File: src/rtl/pcie_irq_pkg.sv
package pcie_irq_pkg;
  localparam int unsigned REG_STRIDE = 16;
  localparam int unsigned OFS_STAT   = 4;
  localparam int unsigned OFS_SET    = 8;
  localparam int unsigned OFS_CLR    = 12;
  localparam int unsigned EOI_OFS    = 'h050;
  localparam int unsigned DBELL_OFS  = 'h054;
  localparam int unsigned MSI_BASE   = 'h100;
  localparam int unsigned INTX_BASE  = 'h180;
  localparam int unsigned ERR_BASE   = 'h1C0;
  localparam logic [5:0]  ERR_FATAL_MASK = 6'b01_0010;
endpackage

File: src/rtl/irq_src_bank.sv
module irq_src_bank #(
  parameter int unsigned W = 4
) (
  input  logic         clk_i,
  input  logic         rst_ni,
  input  logic [W-1:0] evt_i,
  input  logic [W-1:0] w1c_i,
  input  logic [W-1:0] en_set_i,
  input  logic [W-1:0] en_clr_i,
  input  logic         eoi_i,
  output logic [W-1:0] pend_o,
  output logic [W-1:0] en_o,
  output logic         irq_o
);
  logic [W-1:0] pend_q, en_q;
  logic         irq_q;

  always_ff @(posedge clk_i or negedge rst_ni) begin
    if (!rst_ni) begin
      pend_q <= '0;
      en_q   <= '0;
      irq_q  <= 1'b0;
    end else begin
      // a new pulse beats a same-cycle clear
      pend_q <= (pend_q & ~w1c_i) | evt_i;
      en_q   <= (en_q | en_set_i) & ~en_clr_i;
      irq_q  <= (|(pend_q & en_q)) && !eoi_i;
    end
  end

  assign pend_o = pend_q;
  assign en_o   = en_q;
  assign irq_o  = irq_q;
endmodule

File: src/rtl/msi_vec_route.sv
module msi_vec_route #(
  parameter int unsigned N_GRP = 8,
  parameter int unsigned GRP_W = 4
) (
  input  logic [N_GRP*GRP_W-1:0]          vec_i,
  output logic [N_GRP-1:0][GRP_W-1:0]     grp_o
);
  for (genvar g = 0; g < N_GRP; g++) begin : g_grp
    for (genvar b = 0; b < GRP_W; b++) begin : g_bit
      assign grp_o[g][b] = vec_i[g + N_GRP*b];
    end
  end
endmodule

File: src/rtl/pcie_irq_agg.sv
module pcie_irq_agg
  import pcie_irq_pkg::*;
#(
  parameter int unsigned N_GRP  = 8,
  parameter int unsigned GRP_W  = 4,
  parameter int unsigned N_INTX = 4,
  parameter int unsigned ERR_W  = 6,
  parameter int unsigned AW     = 12,
  parameter int unsigned DW     = 32
) (
  input  logic                    clk_i,
  input  logic                    rst_ni,
  input  logic                    reg_wr_i,
  input  logic [AW-1:0]           reg_addr_i,
  input  logic [DW-1:0]           reg_wdata_i,
  output logic [DW-1:0]           reg_rdata_o,
  input  logic [N_GRP*GRP_W-1:0]  msi_evt_i,
  input  logic [N_INTX-1:0]       intx_evt_i,
  input  logic [ERR_W-1:0]        err_evt_i,
  output logic [N_GRP-1:0]        msi_irq_o,
  output logic [N_INTX-1:0]       intx_irq_o,
  output logic                    err_irq_o,
  output logic                    err_fatal_o
);
  localparam int unsigned N_VEC  = N_GRP * GRP_W;
  localparam int unsigned VEC_IW = $clog2(N_VEC);
  localparam int unsigned N_EOI  = N_INTX + N_GRP;

  logic [N_VEC-1:0]              dbell_vec;
  logic [N_GRP-1:0][GRP_W-1:0]   grp_evt;
  logic [N_GRP-1:0][GRP_W-1:0]   msi_pend, msi_en;
  logic [N_GRP-1:0]              m_st, m_set, m_clr;
  logic [N_INTX-1:0]             ix_pend, ix_en, i_st, i_set, i_clr;
  logic [ERR_W-1:0]              err_pend, err_en;
  logic [N_EOI-1:0]              eoi_hit;
  logic                          e_raw, e_msk, e_set, e_clr;
  logic                          err_fatal_q;

  always_comb begin
    dbell_vec = '0;
    if (reg_wr_i && reg_addr_i == AW'(DBELL_OFS) && reg_wdata_i < DW'(N_VEC))
      dbell_vec[reg_wdata_i[VEC_IW-1:0]] = 1'b1;
  end

  msi_vec_route #(.N_GRP(N_GRP), .GRP_W(GRP_W)) u_route (
    .vec_i (msi_evt_i | dbell_vec),
    .grp_o (grp_evt)
  );

  for (genvar k = 0; k < N_EOI; k++) begin : g_eoi
    assign eoi_hit[k] = reg_wr_i && reg_addr_i == AW'(EOI_OFS) && reg_wdata_i == DW'(k);
  end

  for (genvar g = 0; g < N_GRP; g++) begin : g_msi
    assign m_st[g]  = reg_addr_i == AW'(MSI_BASE + REG_STRIDE*g + OFS_STAT);
    assign m_set[g] = reg_addr_i == AW'(MSI_BASE + REG_STRIDE*g + OFS_SET);
    assign m_clr[g] = reg_addr_i == AW'(MSI_BASE + REG_STRIDE*g + OFS_CLR);
    irq_src_bank #(.W(GRP_W)) u_bank (
      .clk_i    (clk_i),
      .rst_ni   (rst_ni),
      .evt_i    (grp_evt[g]),
      .w1c_i    ((reg_wr_i && m_st[g])  ? reg_wdata_i[GRP_W-1:0] : '0),
      .en_set_i ((reg_wr_i && m_set[g]) ? reg_wdata_i[GRP_W-1:0] : '0),
      .en_clr_i ((reg_wr_i && m_clr[g]) ? reg_wdata_i[GRP_W-1:0] : '0),
      .eoi_i    (eoi_hit[N_INTX+g]),
      .pend_o   (msi_pend[g]),
      .en_o     (msi_en[g]),
      .irq_o    (msi_irq_o[g])
    );
  end

  for (genvar n = 0; n < N_INTX; n++) begin : g_intx
    assign i_st[n]  = reg_addr_i == AW'(INTX_BASE + REG_STRIDE*n + OFS_STAT);
    assign i_set[n] = reg_addr_i == AW'(INTX_BASE + REG_STRIDE*n + OFS_SET);
    assign i_clr[n] = reg_addr_i == AW'(INTX_BASE + REG_STRIDE*n + OFS_CLR);
    irq_src_bank #(.W(1)) u_bank (
      .clk_i    (clk_i),
      .rst_ni   (rst_ni),
      .evt_i    (intx_evt_i[n]),
      .w1c_i    (reg_wr_i && i_st[n]  && reg_wdata_i[0]),
      .en_set_i (reg_wr_i && i_set[n] && reg_wdata_i[0]),
      .en_clr_i (reg_wr_i && i_clr[n] && reg_wdata_i[0]),
      .eoi_i    (eoi_hit[n]),
      .pend_o   (ix_pend[n]),
      .en_o     (ix_en[n]),
      .irq_o    (intx_irq_o[n])
    );
  end

  assign e_raw = reg_addr_i == AW'(ERR_BASE);
  assign e_msk = reg_addr_i == AW'(ERR_BASE + OFS_STAT);
  assign e_set = reg_addr_i == AW'(ERR_BASE + OFS_SET);
  assign e_clr = reg_addr_i == AW'(ERR_BASE + OFS_CLR);

  irq_src_bank #(.W(ERR_W)) u_err (
    .clk_i    (clk_i),
    .rst_ni   (rst_ni),
    .evt_i    (err_evt_i),
    .w1c_i    ((reg_wr_i && e_msk) ? reg_wdata_i[ERR_W-1:0] : '0),
    .en_set_i ((reg_wr_i && e_set) ? reg_wdata_i[ERR_W-1:0] : '0),
    .en_clr_i ((reg_wr_i && e_clr) ? reg_wdata_i[ERR_W-1:0] : '0),
    .eoi_i    (1'b0),
    .pend_o   (err_pend),
    .en_o     (err_en),
    .irq_o    (err_irq_o)
  );

  always_ff @(posedge clk_i or negedge rst_ni) begin
    if (!rst_ni) err_fatal_q <= 1'b0;
    else         err_fatal_q <= |(err_pend & err_en & ERR_W'(ERR_FATAL_MASK));
  end
  assign err_fatal_o = err_fatal_q;

  always_comb begin
    reg_rdata_o = '0;
    for (int g = 0; g < N_GRP; g++) begin
      if (m_st[g])            reg_rdata_o[GRP_W-1:0] = msi_pend[g];
      if (m_set[g] | m_clr[g]) reg_rdata_o[GRP_W-1:0] = msi_en[g];
    end
    for (int n = 0; n < N_INTX; n++) begin
      if (i_st[n])             reg_rdata_o[0] = ix_pend[n];
      if (i_set[n] | i_clr[n]) reg_rdata_o[0] = ix_en[n];
    end
    if (e_raw)         reg_rdata_o[ERR_W-1:0] = err_pend;
    if (e_msk)         reg_rdata_o[ERR_W-1:0] = err_pend & err_en;
    if (e_set | e_clr) reg_rdata_o[ERR_W-1:0] = err_en;
  end
endmodule

File: config.mk
export PLATFORM = sky130hd
export DESIGN_NAME = pcie_irq_agg
export DESIGN_NICKNAME = d
export VERILOG_FILES = /design/src/rtl/pcie_irq_pkg.sv /design/src/rtl/irq_src_bank.sv /design/src/rtl/msi_vec_route.sv /design/src/rtl/pcie_irq_agg.sv
export SDC_FILE = /design/constraint.sdc
export NUM_CORES = 1
export LEC_CHECK = 0
export ABC_AREA = 1
export BUFFER_PORTS_ARGS = -buffer_cell sky130_fd_sc_hd__buf_2
export CAP_MARGIN = 10
export CORE_UTILIZATION = 50
export DETAILED_ROUTE_END_ITERATION = 16
export PLACE_DENSITY = 0.74
export SKIP_LAST_GASP = 1
export SLEW_MARGIN = 20
export SYNTH_ARGS = -nofsm -noshare
export SYNTH_HDL_FRONTEND = slang
export SYNTH_HIERARCHICAL = 1
export SYNTH_SLANG_ARGS = --single-unit
File: constraint.sdc
create_clock -name clk_i -period 1.6 [get_ports clk_i]
set_input_delay 0.08 -clock clk_i [delete_from_list [all_inputs] [get_ports clk_i]]
set_output_delay 0.08 -clock clk_i [all_outputs]
set_load 0.01 [all_outputs]
# == Word level (Yosys, flattened, before mapping) ==
# Cells that the tools add are included.
# totals
regBits,98
input_bits,89
output_inout_bits,46
word_cells,360
# op_classes
n_lt_le_gt_ge,3
n_eq_ne,53
mux,57
n_bitwise,105
reduce_logical,102
# op_table
operator,n
$eq A12 B9 Y1 const B,40
$mux W4,40
$eq A32 B3 Y1 const B,4
$eq A32 B4 Y1 const B,4
$and A4 B4 Y4,24
$logic_and A1 B1 Y1,79
$eq A32 B2 Y1 const B,2
$not A4 Y4,16
$or A4 B4 Y4,16
$mux W6,6
$eq A32 B1 Y1 const B,1
$logic_not A32 Y1,1
$lt A32 B6 Y1 const B,1
$mux W32,1
$or A32 B32 Y32,1
$reduce_or A4 Y1,8
$eq A12 B7 Y1 const B,2
$or A1 B1 Y1,21
$and A6 B6 Y6,3
$and A1 B1 Y1,12
$logic_not A1 Y1,12
$not A6 Y6,2
$or A6 B6 Y6,2
$mux W1,9
6 further kinds,13

# == Depth between registers and ports, before layout ==
# logic_depth
depth_word,28
depth_mapped,27
depth_no_buf,27

# == Hierarchy ==
# Netlist, hierarchy kept.
# by_module_without_submodules
module,instances,cells_per_inst,area_each_um2,seq_area_each_um2
pcie_irq_agg,1,566,2712.6,25.0
irq_src_bank at g_msi[0].u_bank ...,8,33,330.3,225.2
irq_src_bank at u_err,1,49,484.2,325.3
irq_src_bank at g_intx[0].u_bank ...,4,11,107.6,75.1
msi_vec_route,1,32,240.2,0.0

# == Least setup slack after synthesis ==
# OpenSTA, ideal clock, no wires.
# synth_path
path_type,in2out
from,input reg_addr_i[11]
to,output reg_rdata_o[2]
arrival_time_ps,1698
t_required_ps,1520
path_slack_ps,-178
path_stages,25
path_buffers,0
path_cell_list,nor2_2 -> nand3_4 -> nor2_2 -> inv_2 -> nor2_2 -> nand2_1 -> nand2_1 -> o21ai_2 -> nand2_1 -> o21ai_1 -> nand2_1 -> o21ai_1 -> nand2_1 -> o21ai_1 -> nand2_1 -> nand2_1 -> nand2_1 -> nand2_1 -> nand2_1 -> nand2_1 -> nand2_1 -> nand2_1 -> nand2_1 -> nand2_1 -> nand2_1
# synth_between
elab_chain_len,20
word_cells_on_any_way,56
classes_between,eq/ne: 28; mux: 19; bitwise: 9
# synth_rtl
element,line_no,source
"start, declared",pcie_irq_agg.sv:14,"input logic [AW-1:0] reg_addr_i,"
"$eq A12 B9 Y1, on equally long branches","pcie_irq_agg.sv:55, pcie_irq_agg.sv:56, pcie_irq_agg.sv:57",
$mux W4 / $or A1 B1 Y1 (equally long branches),"pcie_irq_agg.sv:117, pcie_irq_agg.sv:118",
$mux W4,pcie_irq_agg.sv:118,if (m_set[g] | m_clr[g]) reg_rdata_o[GRP_W-1:0] = msi_en[g];
$mux W4,pcie_irq_agg.sv:117,if (m_st[g]) reg_rdata_o[GRP_W-1:0] = msi_pend[g];
$mux W4,pcie_irq_agg.sv:118,
$mux W4,pcie_irq_agg.sv:117,
$mux W4,pcie_irq_agg.sv:118,
$mux W4,pcie_irq_agg.sv:117,
[... 4 more ...],--,
$mux W4,pcie_irq_agg.sv:118,
$mux W4,pcie_irq_agg.sv:117,
$mux W4,pcie_irq_agg.sv:118,
$mux W4,pcie_irq_agg.sv:117,
$mux W4,pcie_irq_agg.sv:118,
$mux W6,pcie_irq_agg.sv:124,if (e_raw) reg_rdata_o[ERR_W-1:0] = err_pend;
$mux W6,pcie_irq_agg.sv:125,if (e_msk) reg_rdata_o[ERR_W-1:0] = err_pend & err_en;
$mux W6 (*),pcie_irq_agg.sv:126,if (e_set | e_clr) reg_rdata_o[ERR_W-1:0] = err_en;
"end, declared",pcie_irq_agg.sv:16,"output logic [DW-1:0] reg_rdata_o,"
# Mark *: on every way between the ends. The rest lies on a longest branch, timed or not.

# == Worst setup path after layout ==
# layout_path
from,register g_msi[1].u_bank.pend_q[0]
to,output reg_rdata_o[0]
# layout_between
elab_chain_len,25
# layout_rtl
element,line_no,source
"start, declared",irq_src_bank.sv:15,"logic [W-1:0] pend_q, en_q;"
"start signal, assigned",irq_src_bank.sv:25,pend_q <= (pend_q & ~w1c_i) | evt_i;
$mux W4,pcie_irq_agg.sv:117,
$mux W4,pcie_irq_agg.sv:118,
$mux W4,pcie_irq_agg.sv:117,
$mux W4,pcie_irq_agg.sv:118,
$mux W4,pcie_irq_agg.sv:117,
$mux W4,pcie_irq_agg.sv:118,
$mux W4,pcie_irq_agg.sv:117,
$mux W4,pcie_irq_agg.sv:118,
[... 9 more ...],--,
$mux W1,pcie_irq_agg.sv:122,if (i_set[n] | i_clr[n]) reg_rdata_o[0] = ix_en[n];
$mux W1,pcie_irq_agg.sv:121,if (i_st[n]) reg_rdata_o[0] = ix_pend[n];
$mux W1,pcie_irq_agg.sv:122,
$mux W1,pcie_irq_agg.sv:121,
$mux W1,pcie_irq_agg.sv:122,
$mux W6,pcie_irq_agg.sv:124,
$mux W6,pcie_irq_agg.sv:125,
$mux W6,pcie_irq_agg.sv:126,
# No other way between the ends.

==> impl_metrics.json <==
{
  "placement_rows": 41,
  "post-route-util_pct": 70.4,
  "rsz0062_at_grt": "yes",
  "clk_root_buffer_cell": "clkbuf_16",
  "worst_slew_pin_slew_ns": 0.570,
  "drt_pass1_iterations": 5,
  "area_growth_syn_to_layout_pct": 37.1,
  "drc": 0,
  "nNetsFinal": 1291,
  "setup_viol": 6,
  "critical_path.reg2reg.startpoint": "g_msi[0].u_bank/en_o[3]$_DFF_PN0_",
  "reg2reg_to": "g_msi[0].u_bank/irq_o$_DFF_PN0_",
  "combinational_family_with_the_most_area_after_synthesis": "simple AND/OR/NAND/NOR gates",
  "power-per-cell-area_nw_per_um2": 586,
  "via_count": 7264,
  "finalCritPeriodShare_pct": 144,
  "setup_slack_ns": -0.698,
  "netlist_area_sq_um": 6510,
  "worstPathRequired_ns": 1.52,
  "synth_edf_count": 0,
  "synth_simple_gate_area_share_pct": 35.8,
  "syn-instance-count": 955,
  "hold_fails_final_rpt": 0,
  "final_instance_area_sq_um": 8920,
  "finalWorstPathRequiredPeriod_ns": 2.30,
  "failed_checks": "negative setup slack",
  "share_of_post_route_cells_with_drive_strength_above_1_pct": 31.4,
  "place_area_sq_um": 8030,
  "first_global_vias": 6984,
  "grt_most_used_layer": "met2",
  "use_met1_pct": 43.8,
  "startpoint_type": "flip-flop",
  "netlist.area_leader.share_pct": 37.7,
  "critical_path.endpoint_type": "output pin",
  "grt_max_degree": 42,
  "n_antenna_cell": 0,
  "max-clock-path-buffers": 2,
  "max-slew-margin-rel_pct": 61.7,
  "final.hold.worst_slack_ns": 0.00244,
  "layout_common_cells": "nor2_1 (251), nand2_1 (160), buf_4 (159)",
  "synthAdderAreaFrac_pct": 0,
  "timing.hold.worst_path_depth": 3,
  "cap_violations": 0,
  "route.antenna.remaining_nets": 0,
  "die-area_sq_um": 13500,
  "cts.sinks": 98,
  "setup.worst_path.class": "flip-flop to output pin",
  "worstHoldStart": "msi_evt_i[31]",
  "yosys.area_share.xor_xnor_pct": 0,
  "synthFlopType": "dfrtp_1",
  "met2_usage_pct": 55.7,
  "r2r_cells": 6,
  "floorplan.initialDensity_pct": 51.4,
  "dp_hpwl_mm": 16.2,
  "cts_max_level": 3,
  "syn_area_per_cell_sq_um": 6.82,
  "dp_worst_setup_slack_ns": -0.658,
  "yosysSeqAreaShare_pct": 37.7,
  "gr-usage-all-layers_pct": 34.2,
  "hp-class": "primary input to flip-flop",
  "grt_pass1_wl_mm": 34.7,
  "crit_path_max_fanout": 2,
  "clock_latency_ns": 0.36,
  "per_cell_routed_wire_length_um": 16.0,
  "crit_arrival_ns": 2.22,
  "multiplexer_share_of_the_synthesized_area_pct": 0,
  "final-max-slew-violation-count": 0,
  "synth_async_sr_flop_share_pct": 100,
  "die_x_um": 116,
  "cts_inserted_buffers": 9,
  "clk_pin_slew_worst_paths_ns": 0.07,
  "status": "complete, but fails checks",
  "fmaxAchievable_ghz": 0.435,
  "static-leakage-power_nw": 4.88,
  "synth_top_area_cell": "dfrtp_1",
  "fp.dieH_um": 116,
  "synth_compound_area_share_pct": 12.5,
  "mostFrequentLayoutCell": "nor2_1",
  "yosys_register_bits": 98,
  "vias_per_cell": 5.27,
  "drt-total-wl_mm": 22.0,
  "grt.overflow.total": 0,
  "buffer_ports.inserted": 108,
  "design.core.area_sq_um": 12700,
  "synth_cell_type_count": 39,
  "antenna_found_initial": 0,
  "regToRegSetupSlack_ns": 0.55,
  "cts_tree": "built",
  "synthTopCellsByArea": "dfrtp_1 (38%), nor2_1 (15%), nand2_1 (9.9%)",
  "hold_end": "g_msi[7].u_bank/pend_o[3]$_DFF_PN0_",
  "top_level_ports": 135,
  "synth.yosys.warnings": 6,
  "detailedRoute.firstIterationViolations": 664,
  "gpl.final_weighted_congestion": 0.998,
  "gr-usage-met3_pct": 8.56,
  "timing.clock.skew_ns": 0.00845,
  "vdd.ir_drop.worst_mv": 0.443
}
==> synth_stat cells, drive strengths merged, types with 10 or more instances <==
| cell type | n |
|---|---|
| a21oi | 21 |
| clkbuf | 16 |
| nor3 | 25 |
| nor2 | 278 |
| nor4 | 12 |
| nand4 | 19 |
| buf | 61 |
| nand2 | 174 |
| nand3 | 40 |
| o21bai | 70 |
| o21ai | 10 |
| inv | 105 |
| dfrtp | 98 |
==> metal layers <==
| layer | part of all wire (%) | up-vias |
|---|---|---|
| met4 | 2.6 | 0 |
| li1 | - | 3438 |
| met5 | 0 | - |
| met1 | 41 | 3396 |
| met2 | 47 | 379 |
| met3 | 8.8 | 51 |
==> cells by family (layout without fill, tap and decap cells) <==
kind of cell | after synthesis | count (layout)
AOI/OAI and AO/OA | 117 | 117
buffers and inverters | 184 | 409
and+or+nand+nor | 555 | 555
other | 1 | 27
DFF | 98 | 98
==> critical path: stages, from the launching register on <==
cell     delay [ns]
dfrtp_1        0.38
nand4_1        0.09
nand3_1        0.11
nor2_2         0.12
nand4_1        0.10
nor2_1         0.12
nand3_1        0.09
nand2_1        0.07
nand4_1        0.07
nand2_1        0.10
nand4_1        0.10
nand2_1        0.07
nand4_1        0.07
nand2_1        0.08
nand4_1        0.11
buf_2          0.17
==> stage by stage <==
stage / TNS, ns / instances / total power [mW]
finish: -2.85 / 1378 / 5.23
CTS: -3.13 / 1376 / 5.17
detailed placement: -17.76 / 1330 / 3.11
global placement: -18.07 / 1330 / 3.11
global route: -3.58 / 1378 / 5.37
floorplan: -0.123 / 981 / 2.87
==> state kept, by name, indices dropped and copies added, names as in the netlist <==
signal / cells
g_msi.u_bank/pend_o: 32
g_intx.u_bank/en_o: 4
u_err/irq_o: 1
err_fatal_o: 1
u_err/en_o: 6
u_err/pend_o: 6
g_msi.u_bank/irq_o: 8
g_intx.u_bank/irq_o: 4
g_intx.u_bank/pend_o: 4
g_msi.u_bank/en_o: 32
==> power breakdown <==
| group | total (mW) | switching [mW] | internal (mW) |
|---|---|---|---|
| logic | 0.675 | 0.399 | 0.276 |
| clock network | 2.06 | 0.971 | 1.09 |
| registers | 2.49 | 0.00525 | 2.49 |
| total | 5.23 | 1.38 | 3.85 |
==> worst max-delay path by stage <==
stage	start	end	cells past startpoint
finish	g_msi[1].u_bank/pend_o[0]$_DFF_PN0_	reg_rdata_o[0]	15
global placement	reg_addr_i[0]	reg_rdata_o[2]	28
detailed placement	reg_addr_i[0]	reg_rdata_o[2]	28
CTS	g_msi[1].u_bank/pend_o[0]$_DFF_PN0_	reg_rdata_o[0]	15
global route	g_msi[0].u_bank/pend_o[0]$_DFF_PN0_	reg_rdata_o[0]	15
floorplan	reg_addr_i[0]	reg_rdata_o[2]	26
==> area by class of cell <==
class,instances,area [sq um]
clock inverters,4,28.8
inverters,107,415
clock buffers,11,243
well taps,172,215
multi-input cells,699,3550
flip-flops and latches,98,2450
repair buffers,287,2010
fillers,1032,3750
==> what timing repair did <==
action                                  CTS  global route
resized for setup                        40            56
pin swaps                                22            32
hold buffers                             11             0
setup buffers                            20             9
endpoints found under the hold margin    37             0
endpoints found under the setup margin   27            50
(Power assumes the default switching activity.)
